==> config.mk <==
export PLATFORM = sky130hd
export DESIGN_NAME = dds_word_loader
export DESIGN_NICKNAME = d
export VERILOG_FILES = /design/src/rtl/dds_word_loader.sv
export SDC_FILE = /design/constraint.sdc
export NUM_CORES = 1
export LEC_CHECK = 0
export ABC_AREA = 1
export ABC_CLOCK_PERIOD_IN_PS = 3550
export BUFFER_PORTS_ARGS = -buffer_cell sky130_fd_sc_hd__clkbuf_2
export CAP_MARGIN = 20
export CORE_MARGIN = 2
export CORE_UTILIZATION = 42
export CTS_BUF_LIST = sky130_fd_sc_hd__clkbuf_4 sky130_fd_sc_hd__clkbuf_8
export CTS_CLUSTER_DIAMETER = 150
export DETAILED_ROUTE_END_ITERATION = 10
export GPL_TIMING_DRIVEN = 0
export MAX_ROUTING_LAYER = met4
export PLACE_DENSITY_LB_ADDON = 0.1
export SLEW_MARGIN = 5
export SYNTH_ARGS = -nofsm -noshare
export SYNTH_HDL_FRONTEND = slang
export SYNTH_SLANG_ARGS = --single-unit
==> constraint.sdc <==
create_clock -name clk -period 3.55 [get_ports clk]
set_input_delay 0.355 -clock clk [delete_from_list [all_inputs] [get_ports clk]]
set_output_delay 0.355 -clock clk [all_outputs]
set_load 0.1 [all_outputs]
==> src/rtl/dds_word_loader.sv <==
module dds_word_loader #(
  parameter int CLK_DIV = 4
) (
  input  logic        clk,
  input  logic        rst_n,
  input  logic        start,
  input  logic [27:0] tune,
  input  logic [11:0] phase,
  input  logic        fsel,
  input  logic        psel,
  input  logic        full,
  output logic        busy,
  output logic        done,
  output logic        sync_n,
  output logic        sclk,
  output logic        sdata
);
  localparam int HALF = CLK_DIV / 2;
  localparam int DW   = $clog2(CLK_DIV + 1);
  localparam logic [DW-1:0] HALF_M1 = DW'(HALF - 1);
  localparam logic [DW-1:0] PER_M1  = DW'(CLK_DIV - 1);

  typedef enum logic [1:0] {S_IDLE, S_SHIFT, S_GAP} st_t;

  st_t         st;
  logic [DW-1:0] div_cnt;
  logic [3:0]  bit_cnt;
  logic [1:0]  widx;
  logic [15:0] sh;
  logic [27:0] l_tune;
  logic [11:0] l_phase;
  logic        l_fsel, l_psel, l_full;
  logic        sclk_r, sync_r, busy_r, done_r;
  logic [1:0]  nxt_idx;

  function automatic logic [15:0] word_of(input logic [1:0] idx, input logic [27:0] tw,
                                          input logic [11:0] ph, input logic fs,
                                          input logic ps, input logic fl);
    logic [1:0] tag;
    tag = fs ? 2'b10 : 2'b01;
    case (idx)
      2'd0:    word_of = {2'b00, fl, 1'b0, fs, ps, 10'b0};
      2'd1:    word_of = {tag, tw[13:0]};
      2'd2:    word_of = {tag, tw[27:14]};
      default: word_of = {3'b110, ps, ph};
    endcase
  endfunction

  assign nxt_idx = (widx == 2'd1 && !l_full) ? 2'd3 : widx + 2'd1;

  always_ff @(posedge clk or negedge rst_n) begin
    if (!rst_n) begin
      st      <= S_IDLE;
      div_cnt <= '0;
      bit_cnt <= '0;
      widx    <= '0;
      sh      <= '0;
      l_tune  <= '0;
      l_phase <= '0;
      l_fsel  <= 1'b0;
      l_psel  <= 1'b0;
      l_full  <= 1'b0;
      sclk_r  <= 1'b1;
      sync_r  <= 1'b1;
      busy_r  <= 1'b0;
      done_r  <= 1'b0;
    end else begin
      done_r <= 1'b0;
      case (st)
        S_IDLE: if (start) begin
          l_tune  <= tune;
          l_phase <= phase;
          l_fsel  <= fsel;
          l_psel  <= psel;
          l_full  <= full;
          sh      <= word_of(2'd0, tune, phase, fsel, psel, full);
          widx    <= 2'd0;
          bit_cnt <= '0;
          div_cnt <= '0;
          sclk_r  <= 1'b1;
          sync_r  <= 1'b0;
          busy_r  <= 1'b1;
          st      <= S_SHIFT;
        end
        S_SHIFT: begin
          if (div_cnt == HALF_M1) begin
            div_cnt <= '0;
            if (sclk_r) begin
              sclk_r <= 1'b0;
            end else begin
              sclk_r <= 1'b1;
              if (bit_cnt == 4'd15) begin
                sync_r <= 1'b1;
                st     <= S_GAP;
              end else begin
                bit_cnt <= bit_cnt + 4'd1;
                sh      <= {sh[14:0], 1'b0};
              end
            end
          end else begin
            div_cnt <= div_cnt + 1'b1;
          end
        end
        S_GAP: begin
          if (div_cnt == PER_M1) begin
            div_cnt <= '0;
            if (widx == 2'd3) begin
              busy_r <= 1'b0;
              done_r <= 1'b1;
              st     <= S_IDLE;
            end else begin
              widx    <= nxt_idx;
              sh      <= word_of(nxt_idx, l_tune, l_phase, l_fsel, l_psel, l_full);
              bit_cnt <= '0;
              sync_r  <= 1'b0;
              st      <= S_SHIFT;
            end
          end else begin
            div_cnt <= div_cnt + 1'b1;
          end
        end
        default: st <= S_IDLE;
      endcase
    end
  end

  assign busy   = busy_r;
  assign done   = done_r;
  assign sync_n = sync_r;
  assign sclk   = sclk_r;
  assign sdata  = sh[15];
endmodule

==> results of run 1 <==
[layer usage]
| layer | global-route usage [%] | vias up |
|---|---|---|
| met4 | 6.95 | 0 |
| li1 | - | 1717 |
| met5 | - | - |
| met1 | 28.6 | 1501 |
| met3 | 2.77 | 23 |
| met2 | 31.4 | 69 |
[cell families after synthesis]
logic type / after synthesis / share of synthesized area (%)
adder cells (fa/ha/maj): 12 / 3.83
XOR/XNOR: 1 / 0.223
buffers and inverters: 67 / 7.78
AO/OA/AOI/OAI: 37 / 4.82
AND/OR/NAND/NOR: 327 / 36.1
flip-flops: 74 / 47.3
[flip-flops by register name, summed over array words and instances, names as in the netlist]
| signal | cells |
|---|---|
| busy | 1 |
| div_cnt | 3 |
| l_psel | 1 |
| sclk | 1 |
| sync_n | 1 |
| sh | 16 |
| l_fsel | 1 |
| bit_cnt | 4 |
| st | 2 |
| done | 1 |
| l_phase | 12 |
| widx | 2 |
| l_full | 1 |
| l_tune | 28 |
[Yosys cell counts, types with 4 or more instances]
master | n | area, µm²
clkbuf_1 | 5 | 18.8
buf_2 | 11 | 55.1
nand3_1 | 32 | 160
dfrtp_1 | 72 | 1800
inv_1 | 40 | 150
o21ai_1 | 5 | 25.0
ha_1 | 12 | 150
o21ai_0 | 26 | 130
a21oi_1 | 4 | 20.0
nand2_1 | 239 | 897
nand4_1 | 4 | 25.0
nand2_2 | 27 | 169
nor2_1 | 13 | 48.8
[power by group]
group	switching [W]	total [W]	internal, W
registers	0.000202	0.00140	0.00120
clock network	0.000316	0.000758	0.000443
logic	0.00139	0.00208	0.000689
total	0.00191	0.00424	0.00233
[cell type report]
cell class                 count  area (µm²)
timing repair buffer          52         290
inverter                      44         166
multi-input combinational    377        1760
sequential                    74        1850
clock buffer                  12         159
buffer                        23         139
tap                          111         139
clock inverter                 4        73.8
fill                         904        4570
[how the worst max path moves through the flow]
| stage | cells after the start | endpoint | slack (ns) | start |
|---|---|---|---|---|
| floorplan | 8 | sh[15]$_DFFE_PN0P_ | 1.91 | sclk$_DFFE_PN1P_ |
| global placement | 1 | l_tune[21]$_DFFE_PN0P_ | 1.37 | rst_n |
| detailed placement | 8 | sh[10]$_DFFE_PN0P_ | 1.57 | widx[0]$_DFFE_PN0P_ |
| CTS | 8 | sh[10]$_DFFE_PN0P_ | 1.54 | widx[0]$_DFFE_PN0P_ |
| global route | 8 | sh[4]$_DFFE_PN0P_ | 1.38 | widx[0]$_DFFE_PN0P_ |
| finish | 8 | sh[10]$_DFFE_PN0P_ | 1.55 | widx[0]$_DFFE_PN0P_ |
[cell usage in the layout, fill, tap and decap left out, types with 5 or more instances in the layout]
| cell | count |
|---|---|
| o21ai_1 | 5 |
| nand3_1 | 32 |
| nand2_1 | 239 |
| dfrtp_1 | 72 |
| inv_1 | 40 |
| clkbuf_1 | 5 |
| clkbuf_2 | 50 |
| ha_1 | 12 |
| clkbuf_8 | 11 |
| nand2_2 | 27 |
| buf_2 | 11 |
| nor2_1 | 13 |
| o21ai_0 | 26 |
[through the flow]
step	worst slack, ns	hold slack [ns]	total power, W	cells
after floorplan	1.91	0.0594	0.00297	518
after global placement	1.37	0.462	0.00346	679
after detailed placement	1.57	0.370	0.00350	680
after CTS	1.54	0.188	0.00427	697
after global routing	1.38	0.194	0.00466	697
final	1.55	0.198	0.00424	697
[worst reg2reg max path, cell delays in order, from the launching register on]
cell      delay [ns]
dfrtp_1         0.53
inv_1           0.10
ha_1            0.38
clkbuf_1        0.42
nand3_1         0.19
nand3_1         0.13
nand2_1         0.06
nand2_1         0.05
nand2_1         0.04
==> impl_results.html, run 1 <==
<table>
<tr><th>Metric</th><th>Value</th></tr>
<tr><th colspan="2">Route</th></tr>
<tr><td>Total wire length</td><td>9180 µm</td></tr>
<tr><td>Post-detailed-route DRC marker count</td><td>0</td></tr>
<tr><td>Post-detailed-route count of antenna-violating nets</td><td>0</td></tr>
<tr><td>First-pass DRT Iterations</td><td>5</td></tr>
<tr><td>Length of routed met3 wiring</td><td>~290 µm</td></tr>
<tr><td>M1 wire length</td><td>between 4000 and 5000 µm</td></tr>
<tr><td>Iteration-0 DRC Markers</td><td>between 100 and 150</td></tr>
<tr><td>WL met2</td><td>approximately 4100 µm</td></tr>
<tr><td>Routed via count</td><td>around 3300</td></tr>
<tr><td>Top layer reached by signal wires</td><td>met4</td></tr>
<tr><td>Average wire per cell in the routed design</td><td>13.2 µm</td></tr>
<tr><td>Via density per instance</td><td>4.75</td></tr>
<tr><th colspan="2">Worst setup path</th></tr>
<tr><td>Family with the most delay on the worst path</td><td>flip-flops</td></tr>
<tr><td>Worst reg2reg startpoint</td><td>widx[0]$_DFFE_PN0P_</td></tr>
<tr><td>Endpoint of the worst register-to-register path</td><td>sh[10]$_DFFE_PN0P_</td></tr>
<tr><td>Worst r2r path cells</td><td>8</td></tr>
<tr><td>Worst Setup End Kind</td><td>flop</td></tr>
<tr><td>WP data required</td><td>between 3 and 4 ns</td></tr>
<tr><td>CP max stage cell</td><td>dfrtp_1</td></tr>
<tr><td>Most numerous cell on the critical path</td><td>nand2_1</td></tr>
<tr><td>Startpoint types</td><td>flop</td></tr>
<tr><td>Critical path class</td><td>flop to flop</td></tr>
<tr><td>Highest net fanout along the worst path</td><td>10</td></tr>
<tr><td>Maximum cell stage delay along the critical path</td><td>0.53 ns</td></tr>
<tr><td>CP cell instances</td><td>inv_1, ha_1, clkbuf_1, nand3_1, nand3_1, nand2_1, nand2_1, nand2_1</td></tr>
<tr><td>Critical path data arrival time</td><td>2.25 ns</td></tr>
<tr><td>Critical path buffers and inverters</td><td>2</td></tr>
<tr><td>Worst reg2reg setup slack</td><td>approximately 1.5 ns</td></tr>
<tr><th colspan="2">Clock network</th></tr>
<tr><td>Master cell of the clock root buffer</td><td>clkbuf_8</td></tr>
<tr><td>CTS tree</td><td>yes</td></tr>
<tr><td>Clock buffer count from CTS</td><td>9</td></tr>
<tr><td>Clock network latency to the later pin of the worst-skew pair</td><td>roughly 0.35 ns</td></tr>
<tr><td>Clock slew seen by the registers of the worst setup and hold paths</td><td>roughly 0.08 ns</td></tr>
<tr><td>Number of H-tree branching levels</td><td>3</td></tr>
<tr><td>Cts-stage hold buffer count</td><td>1</td></tr>
<tr><td>CTS Sinks</td><td>between 70 and 80</td></tr>
<tr><td>Count of cells resized by post-cts repair</td><td>0</td></tr>
<tr><td>Buffers from clock root to sink, at most</td><td>2</td></tr>
<tr><td>Number of buffers inserted by post-CTS setup repair</td><td>0</td></tr>
<tr><th colspan="2">Place</th></tr>
<tr><td>Placed wire-length estimate after detailed placement</td><td>roughly 6800 µm</td></tr>
<tr><td>Area of placed instances</td><td>about 4300 µm²</td></tr>
<tr><td>Final RePlAce weighted congestion</td><td>around 0.84</td></tr>
<tr><td>Port Buf Inserts</td><td>50</td></tr>
<tr><th colspan="2">Yosys</th></tr>
<tr><td>Post-synthesis average cell area</td><td>7.57 µm²</td></tr>
<tr><td>Synth cell types</td><td>30</td></tr>
<tr><td>Syn_nets</td><td>576</td></tr>
<tr><td>Number of synthesized register bits</td><td>74</td></tr>
<tr><td>Most frequently used flop master after synthesis</td><td>dfrtp_1</td></tr>
<tr><td>Total of warnings raised by yosys</td><td>0</td></tr>
<tr><td>Mapped cell area</td><td>roughly 3900 µm²</td></tr>
<tr><td>Number of flops mapped to enable cells by yosys</td><td>0</td></tr>
<tr><td>Synthesized instance count</td><td>518</td></tr>
<tr><td>Async set-or-reset flop fraction in the synthesized netlist</td><td>100%</td></tr>
<tr><td>Fraction of the yosys area taken by sequential cells</td><td>47.3%</td></tr>
<tr><th colspan="2">Timing</th></tr>
<tr><td>Setup TNS after final layout</td><td>0 ns</td></tr>
<tr><td>Final hold viol count</td><td>0</td></tr>
<tr><td>Max Clock Freq</td><td>499 MHz</td></tr>
<tr><td>Max-Slew Margin vs Limit</td><td>64.3%</td></tr>
<tr><td>Clk_skew</td><td>0.0136 ns</td></tr>
<tr><td>Slew of the pin with the lowest slew margin</td><td>0.539 ns</td></tr>
<tr><td>Final Max Slew Viols</td><td>0</td></tr>
<tr><td>Unrepaired setup endpoints after global routing</td><td>no</td></tr>
<tr><td>Time the final worst path needs with I/O delays and setup</td><td>2.00 ns</td></tr>
<tr><td># setup viols final</td><td>0</td></tr>
<tr><td>Final worst-path cycle share</td><td>between 50% and 60%</td></tr>
<tr><th colspan="2">Power</th></tr>
<tr><td>Worst VDD drop</td><td>around 360 µV</td></tr>
<tr><td>Static leakage power</td><td>~2.6 nW</td></tr>
<tr><td>Ratio of total power to cell area</td><td>between 900 and 1000 nW/µm²</td></tr>
<tr><th colspan="2">Min path</th></tr>
<tr><td>Startpoint of the most critical hold path</td><td>tune[21]</td></tr>
<tr><td>Number of cells on the worst hold path</td><td>3</td></tr>
<tr><td>Worst min-delay path endpoint</td><td>l_tune[21]$_DFFE_PN0P_</td></tr>
<tr><td>Hold WC Path Type</td><td>input pin to flop</td></tr>
<tr><th colspan="2">Finish</th></tr>
<tr><td>Fraction of final layout cells sized beyond drive strength 1</td><td>21.8%</td></tr>
<tr><td>Final instance area</td><td>4580 µm²</td></tr>
<tr><td>Nets</td><td>~640</td></tr>
<tr><td>Layout Utilization</td><td>roughly 50%</td></tr>
<tr><td>Synth-to-layout area growth</td><td>16.9%</td></tr>
<tr><td>Diode insertion count for antenna repair</td><td>0</td></tr>
<tr><th colspan="2">Floorplan</th></tr>
<tr><td>Top-level I/O count</td><td>51</td></tr>
<tr><td>Die Y</td><td>roughly 100 µm</td></tr>
<tr><td>Row count</td><td>35</td></tr>
<tr><td>Die Wd</td><td>just over 100 µm</td></tr>
<tr><td>Effective utilization at floorplan</td><td>42.9%</td></tr>
<tr><td>Die area</td><td>about 10000 µm²</td></tr>
<tr><td>Core area</td><td>roughly 9000 µm²</td></tr>
<tr><th colspan="2">Global routing</th></tr>
<tr><td>Wire length of the first global-routing pass</td><td>between 15000 and 20000 µm</td></tr>
<tr><td>Total overflow reported by the global router</td><td>0</td></tr>
<tr><td>Largest net degree at the start of global routing</td><td>45</td></tr>
<tr><td>Number of antenna violations at the first check in global routing</td><td>0</td></tr>
<tr><td>All-Layer GR Usage</td><td>about a fifth</td></tr>
<tr><td>Number of global-route vias before repair</td><td>about 3300</td></tr>
<tr><th colspan="2">Run</th></tr>
<tr><td>Maximum Capacitance Violations</td><td>0</td></tr>
<tr><th colspan="2">Outcome</th></tr>
<tr><td>Outcome</td><td>completed</td></tr>
</table>
Power figures use the tool's default switching activity.
==> inputs of run 2 (changes only) <==
--- a/config.mk
+++ b/config.mk
@@ -6,7 +6,7 @@
 export NUM_CORES = 1
 export LEC_CHECK = 0
 export ABC_AREA = 1
-export ABC_CLOCK_PERIOD_IN_PS = 3550
+export ABC_CLOCK_PERIOD_IN_PS = 1900
 export BUFFER_PORTS_ARGS = -buffer_cell sky130_fd_sc_hd__clkbuf_2
 export CAP_MARGIN = 20
 export CORE_MARGIN = 2
==> constraint.sdc (replaced) <==
create_clock -name clk -period 1.9 [get_ports clk]
set_input_delay 0.19 -clock clk [delete_from_list [all_inputs] [get_ports clk]]
set_output_delay 0.19 -clock clk [all_outputs]
set_load 0.1 [all_outputs]
==> run 2 against run 1 <==
Net effect: global-route usage about the same; cell area increased by 0.33%; combinational power increased by 89%; sequential power increased by 86%; critical endpoint is now sh[15]$_DFFE_PN0P_; sequential share of layout area decreased by 0.10 points; routed wire length increased by 0.95%; non-clock buffer count increased by 1; utilization increased by 0.16 points; via count increased by 1.0%; critical path type unchanged; worst setup slack got worse by 1.4 ns.
==> impl_results.html, run 2 (same netlist as run 1, synthesis figures left out) <==
<table>
<tr><th>Metric</th><th>Value</th></tr>
<tr><th colspan="2">Clock network</th></tr>
<tr><td>Clock buffer count from CTS</td><td>9</td></tr>
<tr><td>Clock network latency to the later pin of the worst-skew pair</td><td>about 0.35 ns</td></tr>
<tr><td>Number of H-tree branching levels</td><td>3</td></tr>
<tr><td>CTS tree</td><td>yes</td></tr>
<tr><td>Clock slew seen by the registers of the worst setup and hold paths</td><td>0.09 ns</td></tr>
<tr><td>CTS Sinks</td><td>74</td></tr>
<tr><td>Buffers from clock root to sink, at most</td><td>2</td></tr>
<tr><td>Master cell of the clock root buffer</td><td>clkbuf_8</td></tr>
<tr><th colspan="2">Floorplan</th></tr>
<tr><td>Die Y</td><td>around 100 µm</td></tr>
<tr><td>Die Wd</td><td>approximately 100 µm</td></tr>
<tr><td>Effective utilization at floorplan</td><td>42.9%</td></tr>
<tr><td>Row count</td><td>35</td></tr>
<tr><td>Top-level I/O count</td><td>approximately 50</td></tr>
<tr><td>Die area</td><td>around 10000 µm²</td></tr>
<tr><td>Core area</td><td>about 9200 µm²</td></tr>
<tr><th colspan="2">Place</th></tr>
<tr><td>Port Buf Inserts</td><td>50</td></tr>
<tr><td>Worst setup slack after placement</td><td>-0.0846 ns</td></tr>
<tr><td>Placed wire-length estimate after detailed placement</td><td>6780 µm</td></tr>
<tr><td>Final RePlAce weighted congestion</td><td>approximately 0.84</td></tr>
<tr><th colspan="2">Worst setup path</th></tr>
<tr><td>Critical path class</td><td>flop to flop</td></tr>
<tr><td>Startpoint types</td><td>flop</td></tr>
<tr><td>Highest net fanout along the worst path</td><td>10</td></tr>
<tr><td>Critical path data arrival time</td><td>approximately 2.0 ns</td></tr>
<tr><td>Worst reg2reg startpoint</td><td>div_cnt[0]$_DFFE_PN0P_</td></tr>
<tr><td>Worst r2r path cells</td><td>11</td></tr>
<tr><td>WP data required</td><td>2.14 ns</td></tr>
<tr><td>Worst Setup End Kind</td><td>flop</td></tr>
<tr><td>Worst reg2reg setup slack</td><td>around 0.16 ns</td></tr>
<tr><td>Endpoint of the worst register-to-register path</td><td>sh[15]$_DFFE_PN0P_</td></tr>
<tr><th colspan="2">Route</th></tr>
<tr><td>Iteration-0 DRC Markers</td><td>roughly 170</td></tr>
<tr><td>Post-detailed-route DRC marker count</td><td>0</td></tr>
<tr><td>First-pass DRT Iterations</td><td>4</td></tr>
<tr><td>Via density per instance</td><td>4.79</td></tr>
<tr><td>Routed via count</td><td>3344</td></tr>
<tr><td>Average wire per cell in the routed design</td><td>13.3 µm</td></tr>
<tr><td>Post-detailed-route count of antenna-violating nets</td><td>0</td></tr>
<tr><td>Total wire length</td><td>roughly 9000 µm</td></tr>
<tr><th colspan="2">Finish</th></tr>
<tr><td>Synth-to-layout area growth</td><td>17.3%</td></tr>
<tr><td>Largest register by flop count</td><td>l_tune</td></tr>
<tr><td>Diode insertion count for antenna repair</td><td>0</td></tr>
<tr><td>Leading cell type in the layout, fill and taps excluded</td><td>nand2_1</td></tr>
<tr><td>Registers with the highest flip-flop counts</td><td>l_tune: 28 flops, sh: 16 flops, l_phase: 12 flops</td></tr>
<tr><td>Nets</td><td>between 600 and 700</td></tr>
<tr><td>Number of flip-flops under the largest register name</td><td>28</td></tr>
<tr><td>Top library cells by usage in the layout, fill and taps aside</td><td>nand2_1, dfrtp_1, clkbuf_2</td></tr>
<tr><td>Fraction of final layout cells sized beyond drive strength 1</td><td>between 20% and 30%</td></tr>
<tr><th colspan="2">Min path</th></tr>
<tr><td>Worst min-delay path endpoint</td><td>l_tune[21]$_DFFE_PN0P_</td></tr>
<tr><td>Startpoint of the most critical hold path</td><td>tune[21]</td></tr>
<tr><td>Hold WC Path Type</td><td>input pin to flop</td></tr>
<tr><td>Number of cells on the worst hold path</td><td>3</td></tr>
<tr><th colspan="2">Power</th></tr>
<tr><td>Static leakage power</td><td>2.56 nW</td></tr>
<tr><td>Worst VDD drop</td><td>roughly 700 µV</td></tr>
<tr><td>Ratio of total power to cell area</td><td>approximately 1700 nW/µm²</td></tr>
<tr><th colspan="2">Timing</th></tr>
<tr><td>Final hold viol count</td><td>0</td></tr>
<tr><td>Max Clock Freq</td><td>~570 MHz</td></tr>
<tr><td>Time the final worst path needs with I/O delays and setup</td><td>about 1.7 ns</td></tr>
<tr><td>Final Max Slew Viols</td><td>0</td></tr>
<tr><td>Max-Slew Margin vs Limit</td><td>about 64%</td></tr>
<tr><td>Post-route worst setup slack</td><td>approximately 0.16 ns</td></tr>
<tr><td>Final worst-path cycle share</td><td>91.7%</td></tr>
<tr><td># setup viols final</td><td>0</td></tr>
<tr><td>Unrepaired setup endpoints after global routing</td><td>no</td></tr>
<tr><td>Slew of the pin with the lowest slew margin</td><td>between 0.5 and 0.6 ns</td></tr>
<tr><td>Clk_skew</td><td>0.0144 ns</td></tr>
<tr><td>Setup TNS after final layout</td><td>0 ns</td></tr>
<tr><th colspan="2">Global routing</th></tr>
<tr><td>All-Layer GR Usage</td><td>around a fifth</td></tr>
<tr><td>Total overflow reported by the global router</td><td>0</td></tr>
<tr><td>Largest net degree at the start of global routing</td><td>45</td></tr>
<tr><td>Number of antenna violations at the first check in global routing</td><td>0</td></tr>
<tr><td>Wire length of the first global-routing pass</td><td>between 15000 and 20000 µm</td></tr>
<tr><td>Number of global-route vias before repair</td><td>around 3300</td></tr>
<tr><th colspan="2">Run</th></tr>
<tr><td>Maximum Capacitance Violations</td><td>0</td></tr>
<tr><th colspan="2">Outcome</th></tr>
<tr><td>Outcome</td><td>completed</td></tr>
</table>
run 2: through the flow:
step                      instance area, µm²  power (W)  cells  util (%)  hold WS [ns]
after global placement                  4310    0.00647    679      47.1         0.384
after detailed placement                4340    0.00654    680      47.4         0.205
after global routing                    4600    0.00873    698      50.3        0.0286
after floorplan                         3920    0.00555    518         -        -0.106
final                                   4600    0.00797    698      50.3        0.0323
after CTS                               4590    0.00799    697      50.1        0.0228
run 2: routing by layer:
layer	GRT usage (%)	wire length, µm	vias up
met5	-	0	-
met4	6.95	180	0
met3	2.77	292	26
met2	31.4	4140	75
met1	28.5	4660	1520
li1	-	-	1723
run 2: area by class of cell:
type | count | area (µm²)
buffer | 23 | 143
clock buffer | 12 | 159
clock inverter | 4 | 73.8
fill | 899 | 4550
inverter | 44 | 166
multi-input combinational | 377 | 1770
sequential | 74 | 1860
tap | 111 | 139
timing repair buffer | 53 | 298
run 2: worst max path at each step:
stage,start,end,slack [ns]
final,div_cnt[0]$_DFFE_PN0P_,sh[15]$_DFFE_PN0P_,0.16
after global routing,div_cnt[0]$_DFFE_PN0P_,sh[5]$_DFFE_PN0P_,0.02
after CTS,widx[0]$_DFFE_PN0P_,sh[5]$_DFFE_PN0P_,0.03
after detailed placement,widx[0]$_DFFE_PN0P_,sh[10]$_DFFE_PN0P_,-0.08
after global placement,rst_n,l_tune[21]$_DFFE_PN0P_,-0.12
after floorplan,sclk$_DFFE_PN1P_,sh[15]$_DFFE_PN0P_,0.26
run 2: repair_timing:
action,in CTS,in global routing
setup buffers,0,1
endpoints found under the hold margin,29,0
hold buffers,1,0
setup endpoints to repair,8,16
resized for setup,1,3
run 2: report_power, final:
part	internal (W)	switching, W
Combinational	0.00131	0.00262
Sequential	0.00224	0.000370
Clock	0.000827	0.000594
run 2: worst max-delay path: stages, from the launching register on:
cell     delay, ns
dfrtp_1       0.42
ha_1          0.24
ha_1          0.18
inv_1         0.07
nand2_1       0.08
nand2_2       0.15
nor2_8        0.07
nand3_2       0.09
inv_2         0.06
buf_8         0.15
nand2_2       0.07
nand2_2       0.04
==> inputs of run 3 (changes only) <==
--- a/config.mk
+++ b/config.mk
@@ -16,7 +16,7 @@
 export DETAILED_ROUTE_END_ITERATION = 10
 export GPL_TIMING_DRIVEN = 0
 export MAX_ROUTING_LAYER = met4
-export PLACE_DENSITY_LB_ADDON = 0.1
+export PLACE_DENSITY = 0.63
 export SLEW_MARGIN = 5
 export SYNTH_ARGS = -nofsm -noshare
 export SYNTH_HDL_FRONTEND = slang
==> run 3 against run 2 <==
Net effect: non-clock buffer count unchanged; register-to-register slack improved by 0.05 ns; combinational power about the same; highest routed layer unchanged.
==> impl_results.html, run 3 (same netlist as run 1, synthesis figures left out) <==
<table>
<tr><th>Metric</th><th>Value</th></tr>
<tr><th colspan="2">Finish</th></tr>
<tr><td>Synth-to-layout area growth</td><td>17.4%</td></tr>
<tr><td>Non-filler instance count after layout</td><td>698</td></tr>
<tr><td>Number of flip-flops under the largest register name</td><td>28</td></tr>
<tr><td>Largest register by flop count</td><td>l_tune</td></tr>
<tr><td>Leading cell type in the layout, fill and taps excluded</td><td>nand2_1</td></tr>
<tr><td>Nets</td><td>640</td></tr>
<tr><td>Top library cells by usage in the layout, fill and taps aside</td><td>nand2_1, dfrtp_1, clkbuf_2</td></tr>
<tr><td>Number of fillers in the final layout</td><td>909</td></tr>
<tr><td>Diode insertion count for antenna repair</td><td>0</td></tr>
<tr><td>Fraction of final layout cells sized beyond drive strength 1</td><td>between 20% and 30%</td></tr>
<tr><td>Registers with the highest flip-flop counts</td><td>l_tune: 28 flops, sh: 16 flops, l_phase: 12 flops</td></tr>
<tr><th colspan="2">Power</th></tr>
<tr><td>Ratio of total power to cell area</td><td>between 1500 and 2000 nW/µm²</td></tr>
<tr><td>Clock Power Share</td><td>18.7%</td></tr>
<tr><td>Static leakage power</td><td>between 2 and 3 nW</td></tr>
<tr><td>Worst VDD drop</td><td>between 700 and 800 µV</td></tr>
<tr><td>Net switching share of the total power</td><td>about 45%</td></tr>
<tr><td>Internal Pwr Total</td><td>0.00444 W</td></tr>
<tr><td>Power dissipated by switching net loads</td><td>~0.0036 W</td></tr>
<tr><td>Flop pwr share</td><td>32.5%</td></tr>
<tr><td>Combinational power share</td><td>between 40% and 50%</td></tr>
<tr><th colspan="2">Floorplan</th></tr>
<tr><td>Die Wd</td><td>slightly above 100 µm</td></tr>
<tr><td>Row count</td><td>35</td></tr>
<tr><td>Die area</td><td>between 10000 and 15000 µm²</td></tr>
<tr><td>Die Y</td><td>roughly 100 µm</td></tr>
<tr><td>Top-level I/O count</td><td>51</td></tr>
<tr><td>Effective utilization at floorplan</td><td>between 40 and 50%</td></tr>
<tr><td>Core area</td><td>9150 µm²</td></tr>
<tr><th colspan="2">Worst setup path</th></tr>
<tr><td>Most numerous cell on the critical path</td><td>nand2_2</td></tr>
<tr><td>CP cell instances</td><td>ha_1, ha_1, inv_1, nand2_1, nand2_2, nor2_8, nand3_2, inv_2, buf_8, nand2_2, nand2_2</td></tr>
<tr><td>CP max stage cell</td><td>dfrtp_1</td></tr>
<tr><td>Critical path class</td><td>flop to flop</td></tr>
<tr><td>WP data required</td><td>2.14 ns</td></tr>
<tr><td>Maximum cell stage delay along the critical path</td><td>slightly above 0.4 ns</td></tr>
<tr><td>Startpoint types</td><td>flop</td></tr>
<tr><td>Worst r2r path cells</td><td>11</td></tr>
<tr><td>Critical path data arrival time</td><td>between 1.5 and 2 ns</td></tr>
<tr><td>Worst Setup End Kind</td><td>flop</td></tr>
<tr><td>Highest net fanout along the worst path</td><td>10</td></tr>
<tr><td>Critical path capture point</td><td>sh[15]$_DFFE_PN0P_</td></tr>
<tr><td>Critical path buffers and inverters</td><td>3</td></tr>
<tr><td>Worst reg2reg startpoint</td><td>div_cnt[0]$_DFFE_PN0P_</td></tr>
<tr><td>Endpoint of the worst register-to-register path</td><td>sh[15]$_DFFE_PN0P_</td></tr>
<tr><td>Worst setup path startpoint</td><td>div_cnt[0]$_DFFE_PN0P_</td></tr>
<tr><td>Worst reg2reg setup slack</td><td>0.21 ns</td></tr>
<tr><td>Family with the most delay on the worst path</td><td>simple AND/OR/NAND/NOR gates</td></tr>
<tr><td>Cell count along the critical path</td><td>11</td></tr>
<tr><th colspan="2">Timing</th></tr>
<tr><td>Slew of the pin with the lowest slew margin</td><td>between 0.5 and 0.6 ns</td></tr>
<tr><td>Final Max Slew Viols</td><td>0</td></tr>
<tr><td>Time the final worst path needs with I/O delays and setup</td><td>between 1.5 and 2 ns</td></tr>
<tr><td>Unrepaired setup endpoints after global routing</td><td>no</td></tr>
<tr><td>Post-route worst setup slack</td><td>approximately 0.21 ns</td></tr>
<tr><td># setup viols final</td><td>0</td></tr>
<tr><td>Final hold viol count</td><td>0</td></tr>
<tr><td>Max Clock Freq</td><td>between 500 and 600 MHz</td></tr>
<tr><td>Clk_skew</td><td>~0.012 ns</td></tr>
<tr><td>Final worst-path cycle share</td><td>89.0%</td></tr>
<tr><td>Max-Slew Margin vs Limit</td><td>a little under two thirds</td></tr>
<tr><th colspan="2">Route</th></tr>
<tr><td>Iteration-0 DRC Markers</td><td>about 200</td></tr>
<tr><td>Post-detailed-route DRC marker count</td><td>0</td></tr>
<tr><td>Total wire length</td><td>about 9000 µm</td></tr>
<tr><td>Average wire per cell in the routed design</td><td>12.8 µm</td></tr>
<tr><td>Via density per instance</td><td>~4.8</td></tr>
<tr><td>Routed via count</td><td>roughly 3300</td></tr>
<tr><td>Post-detailed-route count of antenna-violating nets</td><td>0</td></tr>
<tr><td>First-pass DRT Iterations</td><td>9</td></tr>
<tr><th colspan="2">Global routing</th></tr>
<tr><td>Wire length of the first global-routing pass</td><td>roughly 16000 µm</td></tr>
<tr><td>Largest net degree at the start of global routing</td><td>40</td></tr>
<tr><td>Number of antenna violations at the first check in global routing</td><td>0</td></tr>
<tr><td>Number of global-route vias before repair</td><td>between 3000 and 4000</td></tr>
<tr><td>Total overflow reported by the global router</td><td>0</td></tr>
<tr><td>All-Layer GR Usage</td><td>between 20 and 25%</td></tr>
<tr><th colspan="2">Clock network</th></tr>
<tr><td>CTS tree</td><td>yes</td></tr>
<tr><td>Clock network latency to the later pin of the worst-skew pair</td><td>about 0.35 ns</td></tr>
<tr><td>Buffers from clock root to sink, at most</td><td>2</td></tr>
<tr><td>Clock slew seen by the registers of the worst setup and hold paths</td><td>~0.09 ns</td></tr>
<tr><td>Clock buffer count from CTS</td><td>9</td></tr>
<tr><td>CTS Sinks</td><td>74</td></tr>
<tr><td>Number of H-tree branching levels</td><td>3</td></tr>
<tr><td>Master cell of the clock root buffer</td><td>clkbuf_8</td></tr>
<tr><th colspan="2">Place</th></tr>
<tr><td>Worst setup slack after placement</td><td>-0.0235 ns</td></tr>
<tr><td>Final RePlAce weighted congestion</td><td>approximately 0.86</td></tr>
<tr><td>Placed wire-length estimate after detailed placement</td><td>6600 µm</td></tr>
<tr><td>Port Buf Inserts</td><td>50</td></tr>
<tr><td># placed instances</td><td>680</td></tr>
<tr><th colspan="2">Min path</th></tr>
<tr><td>Hold WC Path Type</td><td>input pin to flop</td></tr>
<tr><th colspan="2">Run</th></tr>
<tr><td>Maximum Capacitance Violations</td><td>0</td></tr>
<tr><th colspan="2">Outcome</th></tr>
<tr><td>Outcome</td><td>completed</td></tr>
</table>
run 3: cell types whose count changed in the layout (fill, tap and decap cells not counted):
| cell | delta |
|---|---|
| clkbuf_8 | -2 |
| buf_12 | +1 |
| buf_16 | -1 |
| bufinv_16 | +1 |
| clkinv_2 | -1 |
| clkinv_4 | +1 |
| clkinvlp_4 | +1 |
run 3: power groups by stage:
stage	logic [W]	registers [W]	clock network [W]
after CTS	0.00390	0.00261	0.00153
after detailed placement	0.00387	0.00264	0
after global routing	0.00451	0.00268	0.00161
after floorplan	0.00279	0.00276	0
after global placement	0.00380	0.00262	0
final	0.00392	0.00261	0.00150
run 3: worst min path at each step:
stage | startpoint | to | cells past startpoint
finish | tune[7] | l_tune[7]$_DFFE_PN0P_ | 3
global route | tune[22] | l_tune[22]$_DFFE_PN0P_ | 3
CTS | tune[21] | l_tune[21]$_DFFE_PN0P_ | 3
detailed placement | rst_n | div_cnt[2]$_DFFE_PN0P_ | 1
global placement | tune[18] | l_tune[18]$_DFFE_PN0P_ | 3
floorplan | rst_n | bit_cnt[0]$_DFFE_PN0P_ | 0
run 3: cell type report:
class	instances	area, µm²	area share, %
buffer	23	143	3.10
tap	111	139	3.02
clock buffer	10	131	2.85
sequential	74	1860	40.3
clock inverter	6	115	2.50
inverter	44	166	3.61
multi-input combinational	377	1770	38.3
timing repair buffer	53	290	6.30
run 3: repair_timing:
item                                    CTS  global route
endpoints found under the hold margin    34             0
resized for setup                         1             3
hold buffers                              1             0
endpoints found under the setup margin    7            16
buffers inserted                          0             1
pin swaps                                 0             0
run 3: layer usage:
| layer | wire, µm | part of all wire [%] | track usage, % | up-vias |
|---|---|---|---|---|
| met3 | 420 | 4.7 | 3.61 | 13 |
| met4 | 91 | 1.0 | 4.43 | 0 |
| met1 | 4290 | 48 | 27.4 | 1534 |
| li1 | - | - | - | 1716 |
| met2 | 4120 | 46 | 31.2 | 78 |
| met5 | 0 | 0 | - | - |
run 3: through the flow:
stage	TNS, ns	cell area (µm²)	util, %	total power (W)	hold slack [ns]
floorplan	0	3920	-	0.00555	-0.106
global placement	-5.29	4310	47.1	0.00642	0.385
detailed placement	-0.0678	4330	47.4	0.00651	0.228
CTS	0	4590	50.2	0.00804	0.0176
global route	0	4610	50.3	0.00880	0.0227
finish	0	4610	50.3	0.00803	0.0281
run 3: worst register-to-register path: stages, from the launching register on:
cell and delay [ns]:
dfrtp_1 0.41, ha_1 0.23, ha_1 0.18, inv_1 0.07, nand2_1 0.07, nand2_2 0.15
nor2_8 0.07, nand3_2 0.09, inv_2 0.06, buf_8 0.14, nand2_2 0.07, nand2_2 0.04
